[src/rtl/wincmd_pkg.sv]
package wincmd_pkg;
  localparam int OPW = 5;
  localparam int ARGW = 11;
  localparam int NCAUSE = 8;
  localparam int NPULSE = 8;

  typedef enum logic [OPW-1:0] {
    OP_GRESET  = 5'd0,
    OP_WINDOW  = 5'd1,
    OP_RX_OFF  = 5'd3,
    OP_RX_ON   = 5'd4,
    OP_RX_RST  = 5'd5,
    OP_TX_ON   = 5'd9,
    OP_TX_OFF  = 5'd10,
    OP_TX_RST  = 5'd11,
    OP_REQ     = 5'd12,
    OP_ACK     = 5'd13,
    OP_IMASK   = 5'd14,
    OP_VMASK   = 5'd15,
    OP_ST_ON   = 5'd21,
    OP_ST_OFF  = 5'd22
  } opcode_e;

  localparam int P_RX_ON  = 0;
  localparam int P_RX_OFF = 1;
  localparam int P_RX_RST = 2;
  localparam int P_TX_ON  = 3;
  localparam int P_TX_OFF = 4;
  localparam int P_TX_RST = 5;
  localparam int P_ST_ON  = 6;
  localparam int P_ST_OFF = 7;

  localparam int REQ_BIT = 6;

  typedef struct packed {
    logic              greset;
    logic              win;
    logic              ack;
    logic              req;
    logic              imask;
    logic              vmask;
    logic [NPULSE-1:0] pulse;
  } dec_t;
endpackage

[src/rtl/wincmd_decode.sv]
module wincmd_decode
  import wincmd_pkg::*;
(
  input  logic                 wr,
  input  logic                 busy,
  input  logic [OPW-1:0]       op,
  output dec_t                 dec
);
  logic take;
  assign take = wr & ~busy;

  always_comb begin
    dec = '0;
    if (take) begin
      case (op)
        OP_GRESET: dec.greset = 1'b1;
        OP_WINDOW: dec.win    = 1'b1;
        OP_ACK:    dec.ack    = 1'b1;
        OP_REQ:    dec.req    = 1'b1;
        OP_IMASK:  dec.imask  = 1'b1;
        OP_VMASK:  dec.vmask  = 1'b1;
        OP_RX_ON:  dec.pulse[P_RX_ON]  = 1'b1;
        OP_RX_OFF: dec.pulse[P_RX_OFF] = 1'b1;
        OP_RX_RST: dec.pulse[P_RX_RST] = 1'b1;
        OP_TX_ON:  dec.pulse[P_TX_ON]  = 1'b1;
        OP_TX_OFF: dec.pulse[P_TX_OFF] = 1'b1;
        OP_TX_RST: dec.pulse[P_TX_RST] = 1'b1;
        OP_ST_ON:  dec.pulse[P_ST_ON]  = 1'b1;
        OP_ST_OFF: dec.pulse[P_ST_OFF] = 1'b1;
        default:   dec = '0;
      endcase
    end
  end
endmodule

[src/rtl/wincmd_timer.sv]
module wincmd_timer #(
  parameter int RST_CYCLES = 8
) (
  input  logic clk,
  input  logic rst,
  input  logic start,
  output logic busy
);
  localparam int CW = $clog2(RST_CYCLES + 1);
  localparam logic [CW-1:0] LOADV = CW'(RST_CYCLES);

  logic [CW-1:0] cnt;

  always_ff @(posedge clk) begin
    if (rst)              cnt <= '0;
    else if (start)       cnt <= LOADV;
    else if (cnt != '0)   cnt <= cnt - 1'b1;
  end

  assign busy = (cnt != '0);
endmodule

[src/rtl/wincmd_causes.sv]
module wincmd_causes #(
  parameter int NC = 8,
  parameter int REQ_IDX = 6
) (
  input  logic          clk,
  input  logic          rst,
  input  logic          clr_all,
  input  logic          hold,
  input  logic [NC-1:0] ev,
  input  logic          req,
  input  logic          ack,
  input  logic [NC-1:0] ack_bits,
  output logic [NC-1:0] flags
);
  assign flags[0] = 1'b0;

  for (genvar k = 1; k < NC; k++) begin : g_bit
    logic set_k;
    logic clr_k;
    assign set_k = ev[k] | ((k == REQ_IDX) ? req : 1'b0);
    assign clr_k = ack & ack_bits[k];
    always_ff @(posedge clk) begin
      if (rst || clr_all) flags[k] <= 1'b0;
      else if (hold)      flags[k] <= flags[k];
      else if (set_k)     flags[k] <= 1'b1;
      else if (clr_k)     flags[k] <= 1'b0;
    end
  end
endmodule

[src/rtl/wincmd_ctrl.sv]
module wincmd_ctrl
  import wincmd_pkg::*;
#(
  parameter int RST_CYCLES = 8,
  parameter int WINW = 3
) (
  input  logic        clk,
  input  logic        rst,
  input  logic        cmd_wr,
  input  logic [15:0] cmd_data,
  input  logic [7:0]  evt,
  output logic [15:0] status_word,
  output logic        irq,
  output logic [7:0]  cmd_pulse,
  output logic        rx_on,
  output logic        tx_on,
  output logic        stats_on
);
  localparam int ZW = 16 - WINW - 1 - NCAUSE;

  logic [OPW-1:0]    op;
  logic [ARGW-1:0]   arg;
  logic              busy;
  dec_t              dec;
  logic [WINW-1:0]   win_q;
  logic [NCAUSE-1:0] imask_q, vmask_q, flags, visible;

  assign op  = cmd_data[15:11];
  assign arg = cmd_data[10:0];

  wincmd_decode u_dec (
    .wr(cmd_wr), .busy(busy), .op(op), .dec(dec)
  );

  wincmd_timer #(.RST_CYCLES(RST_CYCLES)) u_tmr (
    .clk(clk), .rst(rst), .start(dec.greset), .busy(busy)
  );

  wincmd_causes #(.NC(NCAUSE), .REQ_IDX(REQ_BIT)) u_cau (
    .clk(clk), .rst(rst), .clr_all(dec.greset), .hold(busy),
    .ev(evt), .req(dec.req), .ack(dec.ack),
    .ack_bits(arg[NCAUSE-1:0]), .flags(flags)
  );

  always_ff @(posedge clk) begin
    if (rst || dec.greset) begin
      win_q    <= '0;
      imask_q  <= '0;
      vmask_q  <= '0;
      rx_on    <= 1'b0;
      tx_on    <= 1'b0;
      stats_on <= 1'b0;
    end else begin
      if (dec.win)   win_q   <= arg[WINW-1:0];
      if (dec.imask) imask_q <= arg[NCAUSE-1:0];
      if (dec.vmask) vmask_q <= arg[NCAUSE-1:0];
      if (dec.pulse[P_RX_ON])                               rx_on <= 1'b1;
      else if (dec.pulse[P_RX_OFF] || dec.pulse[P_RX_RST])  rx_on <= 1'b0;
      if (dec.pulse[P_TX_ON])                               tx_on <= 1'b1;
      else if (dec.pulse[P_TX_OFF] || dec.pulse[P_TX_RST])  tx_on <= 1'b0;
      if (dec.pulse[P_ST_ON])                               stats_on <= 1'b1;
      else if (dec.pulse[P_ST_OFF])                         stats_on <= 1'b0;
    end
  end

  always_ff @(posedge clk) begin
    if (rst) cmd_pulse <= '0;
    else     cmd_pulse <= dec.pulse;
  end

  assign irq     = |(flags[NCAUSE-1:1] & imask_q[NCAUSE-1:1]);
  assign visible = {flags[NCAUSE-1:1], irq} & vmask_q;
  assign status_word = {win_q, busy, {ZW{1'b0}}, visible};
endmodule

[config.mk]
export PLATFORM = sky130hd
export DESIGN_NAME = wincmd_ctrl
export DESIGN_NICKNAME = d
export VERILOG_FILES = /design/src/rtl/wincmd_pkg.sv /design/src/rtl/wincmd_decode.sv /design/src/rtl/wincmd_timer.sv /design/src/rtl/wincmd_causes.sv /design/src/rtl/wincmd_ctrl.sv
export SDC_FILE = /design/constraint.sdc
export NUM_CORES = 1
export LEC_CHECK = 0
export ABC_AREA = 1
export BUFFER_PORTS_ARGS = -buffer_cell sky130_fd_sc_hd__clkbuf_2
export CORE_UTILIZATION = 35
export DETAILED_ROUTE_END_ITERATION = 10
export REMOVE_ABC_BUFFERS = 1
export SYNTH_ARGS = -nofsm -noshare
export SYNTH_HDL_FRONTEND = slang
export SYNTH_HIERARCHICAL = 1
export SYNTH_SLANG_ARGS = --single-unit
[constraint.sdc]
create_clock -name clk -period 2.1 [get_ports clk]
set_input_delay 0.105 -clock clk [delete_from_list [all_inputs] [get_ports clk]]
set_output_delay 0.105 -clock clk [all_outputs]
set_load 0.03 [all_outputs]
---- Word level (Yosys, flattened, before mapping) ----
Cells that the tools add are included.
storage, ports and cells
  output and inout bits ................... 28
  flip-flop bits (word level) ............. 41
  bits of input ports ..................... 27
  logic and storage cells ................. 104
cells by class
  eq/ne operators ......................... 13
  reduce and logical (&&, ||, !) cells .... 25
  add/sub/neg operators ................... 1
  bitwise gates (word level) .............. 12
  mux-type cells .......................... 37
operators with widths
  operator                                              count
  equality test 5 x 4 -> 1 bit (second input constant)  7
  two-way mux 1 bit                                     34
  nonzero test 2 bit                                    11
  two-way mux 14 bit                                    1
  AND reduction 2 bit                                   7
  equality test 5 x 3 -> 1 bit (second input constant)  2
  equality test 5 bit (second input constant)           2
  AND 1 bit                                             8
  AND 8 bit                                             1
  two-way mux 4 bit                                     2
  AND 7 bit                                             1
  OR reduction 7 bit                                    1
  equality test 5 x 1 -> 1 bit (second input constant)  1
  equality test 5 x 2 -> 1 bit (second input constant)  1
  zero test 5 bit                                       1
  nonzero test 4 bit                                    1
  subtractor 4 x 1 -> 4 bit (second input constant)     1
  logical OR 1 bit                                      3
  OR reduction 2 bit                                    1
  inverter 1 bit                                        1
  OR 1 bit                                              1

---- Depth between registers and ports, before layout ----
  depth after elaboration ................. 7
  mapped depth ............................ 11
  mapped depth without buffers ............ 10

---- Cells and area by module ----
Netlist, hierarchy kept.
modules (own cells, without submodules)
  module         times used  cells an instance  area an instance (sq um)  sequential area each (sq um)
  wincmd_ctrl    1           150                1,186.1                   580.6
  wincmd_causes  1           41                 334.1                     140.1
  wincmd_timer   1           33                 226.5                     80.1
  wincmd_decode  1           45                 209.0                     0.0

---- Worst setup path before layout ----
No wires, ideal clock.
  path kind ............................... reg-to-reg
  start point ............................. register u_tmr.cnt[1]
  end point ............................... register imask_q[1]
  path buffers ............................ 2
  setup slack ............................. 425 ps
  setup time .............................. 115 ps
  arrival ................................. 1,559 ps
  cell stages (with the launch flop) ...... 12
  clock period less this slack ............ 1,675 ps
  required time ........................... 1,985 ps
  cell sequence ........................... dfxtp_1 > inv_1 > ha_1 > nand2_2 > inv_2 > nand3b_4 > buf_6 > nor2_2 > clkbuf_1 > inv_1 > nand2_1 > a21oi_2
RTL lines
  element                 line                text
  from (decl)             wincmd_timer.sv:12  logic [CW-1:0] cnt;
  from (signal assigned)  wincmd_timer.sv:17  else if (cnt != '0) cnt <= cnt - 1'b1;
  to (signal assigned)    wincmd_ctrl.sv:55   if (dec.imask) imask_q <= arg[NCAUSE-1:0];
  to (decl)               wincmd_ctrl.sv:26   logic [NCAUSE-1:0] imask_q, vmask_q, flags, visible;

==> metrics.cfg <==
[cells_and_area]
fin_nets = 344
synthToLayoutAreaGrowth_pct = 18.0
multi_input_area_um2 = 910
ff_latch_area_um2 = 801
layout-drive-gt1-share = 0.326
nFillCells = 564
diodes = 0
post-route-cell-area_mm2 = 0.00229

[cts]
cts.clk_slew.worst_paths_ns = 0.09
postCtsSetupRepairBufs = 0
cts_num_sinks = 40
h-tree-depth = 2
cts-root-buf = clkbuf_8
cts_buffer_depth = 2
cts_made_buffers = 5
cts_tree = built
clk-insertion-delay-late_ns = 0.30
hold_buffers = 0
cts_resized = 0

[floorplan]
num_rows = 26
start_util = 0.371
coreArea_mm2 = 0.00524
die_height_um = 76.5
io_pins = 55
dieArea_mm2 = 0.00586
die_w_um = 76.5

[drt]
dr.pass1.iters = 4
routed_wl_um = 3990
antenna_left = 0
drcViolationCount = 0
vias_per_cell = 4.36
avgRoutedWirePerCell_um = 10.3
drt_iter0_drc = 105
vias = 1682

[timing]
finalMaxSlewViolations = 0
rsz0062_at_grt = no
max_freq_ghz = 0.564
finalSetupTns_ns = 0
timing.final.crit_share = 0.844
setup_viol = 0
period_needed_ns = 1.77
fin_skew_ns = 0.0109
hold_viol_final = 0

[job]
max_cap_viol_count = 0

[synth]
synthCells = 267
syn-cell-area_mm2 = 0.00194
avgSynthCellArea_um2 = 7.28
yosysWarningCount = 6

[setup_path]
reg2reg_depth = 8
startpoint_type = register
end_kind = register
crit_type = register to register
reg2reg_from = u_tmr/cnt[1]$_SDFFE_PP0P_
critPathLaunch = u_tmr/cnt[1]$_SDFFE_PP0P_
path_max_fanout = 21
required_ns = 2.28
cp.arrival_ns = 1.95

[grt]
antenna_found_initial = 0
grt_usage = 0.149
grt_pass1_wl_um = 6820
grt_max_degree = 22
grt_overflow = 0
grt_pass1_vias = 1514

[min_path]
holdCritStartpoint = evt[3]
min_path_cells = 3
hp-class = primary input to register

[placed_design]
place_area_mm2 = 0.00220
gp_congestion = 0.780
hpwl_um = 2900
place.port_buffers = 46

[run_status]
status = complete, no violations

[pwr]
ir_drop_uv = 448
leakage_nw = 1.01
powerDensity_mw_per_mm2 = 893

[per-layer routing]
layer | vias up | part of all wire | GRT usage
li1 | 900 | - | -
met1 | 731 | 0.48 | 0.189
met2 | 47 | 0.44 | 0.230
met3 | 4 | 0.063 | 0.0431
met4 | 0 | 0.016 | 0.0750
met5 | - | 0 | 0
[registers in the layout (all words and copies together), names as in the netlist]
name	count
tx_on	1
u_cau/flags	7
stats_on	1
vmask_q	8
cmd_pulse	8
u_tmr/cnt	4
rx_on	1
imask_q	7
win_q	3
[final timing paths]
kind / to / slack, ns
worst max-delay path: vmask_q[6]$_SDFFE_PP0P_ / 0.33
worst max register to register: vmask_q[6]$_SDFFE_PP0P_ / 0.33
worst min-delay path: u_cau/flags[3]$_SDFFE_PP0P_ / 0.04
worst min register to register: vmask_q[7]$_SDFFE_PP0P_ / 0.47
[report_power, final]
group | internal [mW] | switching, mW | total (mW) | leakage, nW
Combinational | 0.192 | 0.405 | 0.598 | 0.644
Sequential | 0.842 | 0.0635 | 0.905 | 0.324
Clock | 0.266 | 0.280 | 0.546 | 0.0434
[cell usage in the layout (no fill, tap or decap), types with 4 or more instances in the layout]
cell type,n
conb_1,4
a21oi_1,5
clkbuf_8,6
nor2_2,7
dfxtp_1,40
inv_2,6
clkbuf_2,46
nand3_1,12
nor2_1,28
inv_1,29
buf_4,5
a21oi_2,27
nand2_1,90
[critical path, stage by stage (launching register included)]
cell and delay (ns):
dfxtp_1 0.30, inv_1 0.13, ha_1 0.20, nand2_2 0.12, inv_2 0.10, nand3b_4 0.11, nor2_1 0.21, or2_4 0.41
a21oi_1 0.07
[layout make-up]
type                            instances  share of cell area
Clock buffer                            6              0.0360
Clock inverter                          2             0.00654
Inverter                               35              0.0573
Multi-Input combinational cell        182               0.396
Sequential cell                        40               0.349
Tap cell                               70              0.0382
Timing Repair Buffer                   51               0.117
[metrics by stage]
stage,total power [mW],hold slack (ns),utilization,setup WS (ns),instances
floorplan,1.36,0.176,-,0.262,257
global placement,1.52,0.355,0.419,0.317,378
detailed placement,1.53,0.360,0.419,0.303,378
CTS,2.08,0.0348,0.438,0.295,386
global route,2.20,0.0313,0.438,0.124,386
finish,2.05,0.0394,0.438,0.327,386
Note: power is estimated with default switching activity, not from simulation.
